==> src/rtl/pll_mode_ctrl.sv <==
module pll_mode_ctrl (
  input  logic       clk,
  input  logic       rst_n,
  input  logic       frm,
  input  logic [1:0] msel,
  input  logic       ref_req,
  input  logic       los_pri,
  input  logic       los_sec,
  input  logic       gt_done,
  output logic       ref_sel,
  output logic       tie_en,
  output logic [1:0] pll_mode,
  output logic       gt_start
);
  localparam logic [1:0] M_NORM = 2'b00;
  localparam logic [1:0] M_HOLD = 2'b01;
  localparam logic [1:0] M_FREE = 2'b10;
  localparam logic [1:0] C_AUTO = 2'b11;

  logic       frm_q;
  logic       fr_edge;
  logic [1:0] nx_mode;
  logic       nx_ref, nx_gt, nx_tie;

  assign fr_edge = frm & ~frm_q;

  always_comb begin
    nx_mode = pll_mode;
    nx_ref  = ref_sel;
    nx_gt   = 1'b0;
    if (msel != C_AUTO) begin
      nx_mode = msel;
      if (msel == M_NORM) nx_ref = ref_req;
    end else if (!los_pri) begin
      nx_mode = M_NORM;
      nx_ref  = 1'b0;
    end else if (!los_sec) begin
      if (pll_mode == M_NORM && ref_sel) begin
        nx_mode = M_NORM;
      end else if (gt_start && gt_done) begin
        nx_mode = M_NORM;
        nx_ref  = 1'b1;
      end else begin
        nx_mode = M_HOLD;
        nx_gt   = 1'b1;
      end
    end else begin
      nx_mode = M_HOLD;
    end
  end

  assign nx_tie = (nx_mode == M_NORM) && (nx_ref != ref_sel);

  always_ff @(posedge clk or negedge rst_n) begin
    if (!rst_n) begin
      frm_q    <= 1'b0;
      pll_mode <= M_FREE;
      ref_sel  <= 1'b0;
      tie_en   <= 1'b0;
      gt_start <= 1'b0;
    end else begin
      frm_q <= frm;
      if (fr_edge) begin
        pll_mode <= nx_mode;
        ref_sel  <= nx_ref;
        tie_en   <= nx_tie;
        gt_start <= nx_gt;
      end
    end
  end

  AST_RESET_FREE: assert property (@(posedge clk) $rose(rst_n) |-> pll_mode == M_FREE && !tie_en && !gt_start) else $error("reset state");
  AST_HOLD_OFF_EDGE: assert property (@(posedge clk) disable iff (!rst_n)
    !fr_edge |=> $stable(pll_mode) && $stable(ref_sel) && $stable(tie_en) && $stable(gt_start)) else $error("change off edge");
  AST_MODE_LEGAL: assert property (@(posedge clk) disable iff (!rst_n) pll_mode != 2'b11) else $error("illegal mode");
  AST_MANUAL_MODE: assert property (@(posedge clk) disable iff (!rst_n)
    fr_edge && msel != C_AUTO |=> pll_mode == $past(msel)) else $error("manual mode");
  AST_AUTO_PRIMARY: assert property (@(posedge clk) disable iff (!rst_n)
    fr_edge && msel == C_AUTO && !los_pri |=> pll_mode == M_NORM && !ref_sel) else $error("auto primary");
  AST_BOTH_LOST: assert property (@(posedge clk) disable iff (!rst_n)
    fr_edge && msel == C_AUTO && los_pri && los_sec |=> pll_mode == M_HOLD && !gt_start && $stable(ref_sel)) else $error("both lost");
  AST_TIE_IN_NORMAL: assert property (@(posedge clk) disable iff (!rst_n) tie_en |-> pll_mode == M_NORM) else $error("tie outside normal");
  AST_GT_IN_HOLD: assert property (@(posedge clk) disable iff (!rst_n) gt_start |-> pll_mode == M_HOLD) else $error("gt outside hold");
endmodule

==> config.mk <==
export PLATFORM = sky130hd
export DESIGN_NAME = pll_mode_ctrl
export DESIGN_NICKNAME = d
export VERILOG_FILES = /design/src/rtl/pll_mode_ctrl.sv
export SDC_FILE = /design/constraint.sdc
export NUM_CORES = 1
export LEC_CHECK = 0
export CAP_MARGIN = 20
export CORE_AREA = 2 2 39 41
export DETAILED_ROUTE_END_ITERATION = 10
export DIE_AREA = 0 0 41 43
export PLACE_DENSITY = 0.48
export SYNTH_ARGS = -nofsm -noshare
export SYNTH_HDL_FRONTEND = slang
export SYNTH_SLANG_ARGS = --single-unit
==> constraint.sdc <==
create_clock -name clk -period 1.6 [get_ports clk]
set_input_delay 0.16 -clock clk [delete_from_list [all_inputs] [get_ports clk]]
set_output_delay 0.16 -clock clk [all_outputs]
set_load 0.02 [all_outputs]
Word level (Yosys, flattened, before mapping)
Index checks and enable logic that the tools add are counted.

Memories kept: 0. RAM bits: 0. ROM bits: 0. Latch bits: 0. Logic and storage cells: 31. Bits in registers: 6. Bits of input ports: 9. Output and inout bits: 5.

Add/subtract/negate cells: 0. Shift-type cells: 0. Mux-type cells: 16. Multipliers: 0. Equality and inequality tests: 2. Reduce and logical (&&, ||, !) cells: 6. Div/mod/pow operators: 0. Magnitude comparators: 0. Bitwise gates (word level): 2.

Operator list (count): 2-to-1 mux 1 bit (13); zero test 2 bit (3); 2-to-1 mux 2 bit (3); logical AND 1 bit (3); != test 2 bit, second input constant (1); AND 1 bit (1); != test 1 bit (1); NOT 1 bit (1).

Longest topological paths before layout
Gate-level depths: netlist of run 1.

Depth in word-level cells: 8. Mapped depth: 5. Mapped depth without buffers: 4.

Least setup slack after synthesis of run 1
Ideal clock, no wire load.

Kind: reg2reg. From: reg ref_sel. To: reg pll_mode[0]. Path slack: 0.221 ns. Stages on the path, launching flop included: 5. Setup time: 0.121 ns. Buffers on the path: 0. Period minus slack after synthesis: 1.379 ns. Data arrival time: 1.258 ns. Required time: 1.479 ns. Path through: dfrtp_1 -> or3b_1 -> a21oi_1 -> o21ai_0 -> a22o_1.

Cells in the longest elaborated chain, start to end: 5.

RTL lines: start: declaration (RTL line 10) `output logic ref_sel,`; start signal: assignment (RTL line 65) `ref_sel <= nx_ref;`; logical AND 1 bit (RTL line 38) `if (pll_mode == M_NORM && ref_sel) begin`; 2-to-1 mux 1 bit (RTL line 38); 2-to-1 mux 2 bit (RTL line 37) `end else if (!los_sec) begin`; 2-to-1 mux 2 bit (RTL line 34) `end else if (!los_pri) begin`; 2-to-1 mux 2 bit (RTL line 31) `if (msel != C_AUTO) begin`; end signal: assignment (RTL line 64) `pll_mode <= nx_mode;`; end: declaration (RTL line 12) `output logic [1:0] pll_mode,`.

Every way passes these cells. A chain may end at the register's enable or synchronous reset.

Final worst setup path of run 1
From: reg pll_mode[1]. To: out pll_mode[1].

No word-level cell between the ends.

==> impl_metrics.py, run 1 <==
metrics = {
    "floorplan": {
        "die_area_sq_um": 1763,
        "core_area_sq_um": 1384,
        "die_h_um": 43,
        "ios": 14,
        "start_util_pct": 22.60,
        "die_width_um": 41,
        "rows": 14,
    },
    "run": {
        "maxCapViolCount": 0,
    },
    "sta": {
        "fin_tns_setup_ns": 0,
        "min_period_ns": 1.531,
        "rsz0062_at_grt": "false",
        "whs_ns": 0.1478,
        "fin_skew_ns": 0.008921,
        "finalHoldViolCount": 0,
        "fmax_mhz": 653.1,
        "slew_viol_final": 0,
        "fin_ws_ns": 0.06893,
        "worstMarginPinSlew_ns": 0.3212,
        "setup_viol": 0,
        "relSlewSlack_pct": 78.36,
        "finalCritPeriodShare_pct": 95.69,
    },
    "synth": {
        "syn_area_per_cell_sq_um": 9.200,
        "ys_ff_latch": 6,
        "synth.distinct_cells": 21,
        "synth_seq_area_share_pct": 48.40,
        "yosysWarnings": 0,
        "syn_inst": 34,
        "syn_area_sq_um": 312.8,
        "syn_nets": 43,
    },
    "grt": {
        "grt.overflow.total": 0,
        "grt_max_degree": 8,
        "grtUsageTotal_pct": 11.34,
        "grt_pass1_vias": 299,
        "grt_pass1_wl_um": 1262,
        "antenna_found_initial": 0,
    },
    "setup_path": {
        "worstPathRequired_ns": 1.44,
        "critical_path_arrival_ns": 1.37,
        "cp_top_family": "buffers and inverters",
        "start_kind": "register",
        "rr_worst_depth": 4,
        "crit_slowest_cell": "clkdlybuf4s50_1",
        "slowest_delay_ns": 0.60,
        "crit_buf_inv": 1,
        "path_depth": 1,
        "path_class": "register to output pin",
        "path_cells": "clkdlybuf4s50_1",
        "cp-end-kind": "output pin",
        "crit_path_max_fanout": 3,
    },
    "detailed_routing": {
        "routed_wl_um": 758,
        "viasPerCell": 4.691,
        "antenna_left": 0,
        "firstDrtPassIters": 3,
        "drc": 0,
        "num_vias": 319,
        "drt-initial-drc-count": 4,
        "wl_per_cell_um": 11.15,
    },
    "power_and_ir_drop": {
        "switching_power_mw": 0.1349,
        "finalPower_mw": 0.4782,
        "clockPowerShare_pct": 31.6,
        "pwr-share-seq_pct": 39.6,
        "powerDensity_nw_per_um2": 955.5,
        "swShare_pct": 28.20,
        "p_leak_nw": 0.2074,
        "combPwrFrac_pct": 28.8,
        "p_int_mw": 0.3433,
        "irDropWorstVdd_uv": 352.6,
    },
    "cells_and_area": {
        "final_cell_area_sq_um": 500.5,
        "layout_commonest_cell": "clkdlybuf4s50_1",
        "layout_common_cells": "clkdlybuf4s50_1, nand2_1, dfrtp_1",
        "syn2layout_area_growth_pct": 60.00,
        "nets": 62,
        "fin_util_pct": 36.17,
        "drive_gt1_share_pct": 15.38,
        "n_antenna_cell": 0,
        "fin_cells": 68,
    },
    "placement": {
        "finalWeightedCongestion": 0.6882,
        "dp_slack_ns": 0.02052,
        "place_inst": 64,
        "portBuffers": 13,
        "hpwl_um": 595.5,
        "placed_area_sq_um": 474.2,
    },
    "clocking": {
        "cts_max_level": 1,
        "postCtsSetupRepairBufs": 0,
        "numCtsBuffers": 3,
        "cts_tree": "built",
        "cts.sinks": 6,
        "cts_buffer_depth": 2,
        "cts_resized": 0,
        "clock-root-buffer": "clkbuf_4",
        "clk_latency_ns": 0.25,
        "holdBufCountCts": 0,
        "clk_pin_slew_ns": 0.05,
    },
    "status": {
        "status": "finished clean",
    },
    "hold_path": {
        "worstHoldPathType": "input pin to async pin",
    },
}
[per-layer routing]
layer  wire, um  GRT usage (%)  vias to the layer above
met5          0              0                        -
met4         37          12.00                        0
met3         49          1.571                        4
met2        340          15.31                       10
met1        330          13.86                      146
li1           -              -                      159
[synthesized netlist by cell type]
library cell / number / area (sq um)
o31ai_1: 1 / 7.510
o21a_1: 1 / 7.510
nand2b_1: 1 / 6.260
mux2i_1: 1 / 10.01
inv_1: 2 / 7.510
dfstp_2: 1 / 26.28
or2_2: 1 / 6.260
nor2_1: 2 / 7.510
a32oi_1: 1 / 8.760
nor4_1: 1 / 6.260
a22o_1: 1 / 8.760
o22a_1: 1 / 8.760
nand2_1: 5 / 18.77
or3_1: 1 / 6.260
o21ai_0: 3 / 15.01
a32o_1: 1 / 10.01
inv_2: 1 / 3.750
clkbuf_1: 1 / 3.750
dfrtp_1: 5 / 125.1
or3b_1: 1 / 8.760
a21oi_1: 2 / 10.01
[cells by family after synthesis]
| family | Yosys count | synth area share (%) |
|---|---|---|
| and+or+nand+nor | 12 | 19.21 |
| AOI/OAI and AO/OA | 11 | 24.40 |
| DFF | 6 | 48.40 |
| buffers and inverters | 4 | 4.799 |
| muxes | 1 | 3.200 |
[final timing paths]
check | from | slack, ns | to
max | pll_mode[1] | 0.07 | pll_mode[1]
min | rst_n | 0.15 | gt_start
max reg2reg | ref_sel | 0.25 | pll_mode[0]
min reg2reg | pll_mode[1] | 0.49 | pll_mode[1]
max in group asynchronous | rst_n | 1.17 | pll_mode[1]
min in group clk | frm | 0.40 | frm_q
[sequential cells by signal, indices dropped and copies added, names as in the netlist]
| signal | flops |
|---|---|
| gt_start | 1 |
| frm_q | 1 |
| ref_sel | 1 |
| pll_mode | 2 |
| tie_en | 1 |
[final cells by class]
cell class	instances	area (sq um)
flip-flops and latches	6	151.4
multi-input cells	24	146.4
repair buffers	15	145.1
inverters	3	11.26
clock buffers	4	26.28
fillers	147	883.3
well taps	16	20.02
[power by group through the flow]
stage                     Sequential [mW]  Combinational (mW)  Clock, mW
after floorplan                     0.213              0.0430          0
after global placement              0.192               0.138          0
after detailed placement            0.192               0.139          0
after CTS                           0.189               0.140      0.162
after global routing                0.193               0.150      0.171
final                               0.189               0.138      0.151
Power figures use the tool's default switching activity.
==> run 2, diff against run 1 <==
--- a/config.mk
+++ b/config.mk
@@ -10,6 +10,7 @@
 export DETAILED_ROUTE_END_ITERATION = 10
 export DIE_AREA = 0 0 41 43
 export PLACE_DENSITY = 0.48
+export SLEW_MARGIN = 30
 export SYNTH_ARGS = -nofsm -noshare
 export SYNTH_HDL_FRONTEND = slang
 export SYNTH_SLANG_ARGS = --single-unit
==> results of run 2 <==
The final DEF is identical to that of run 1; final timing and power are the same.
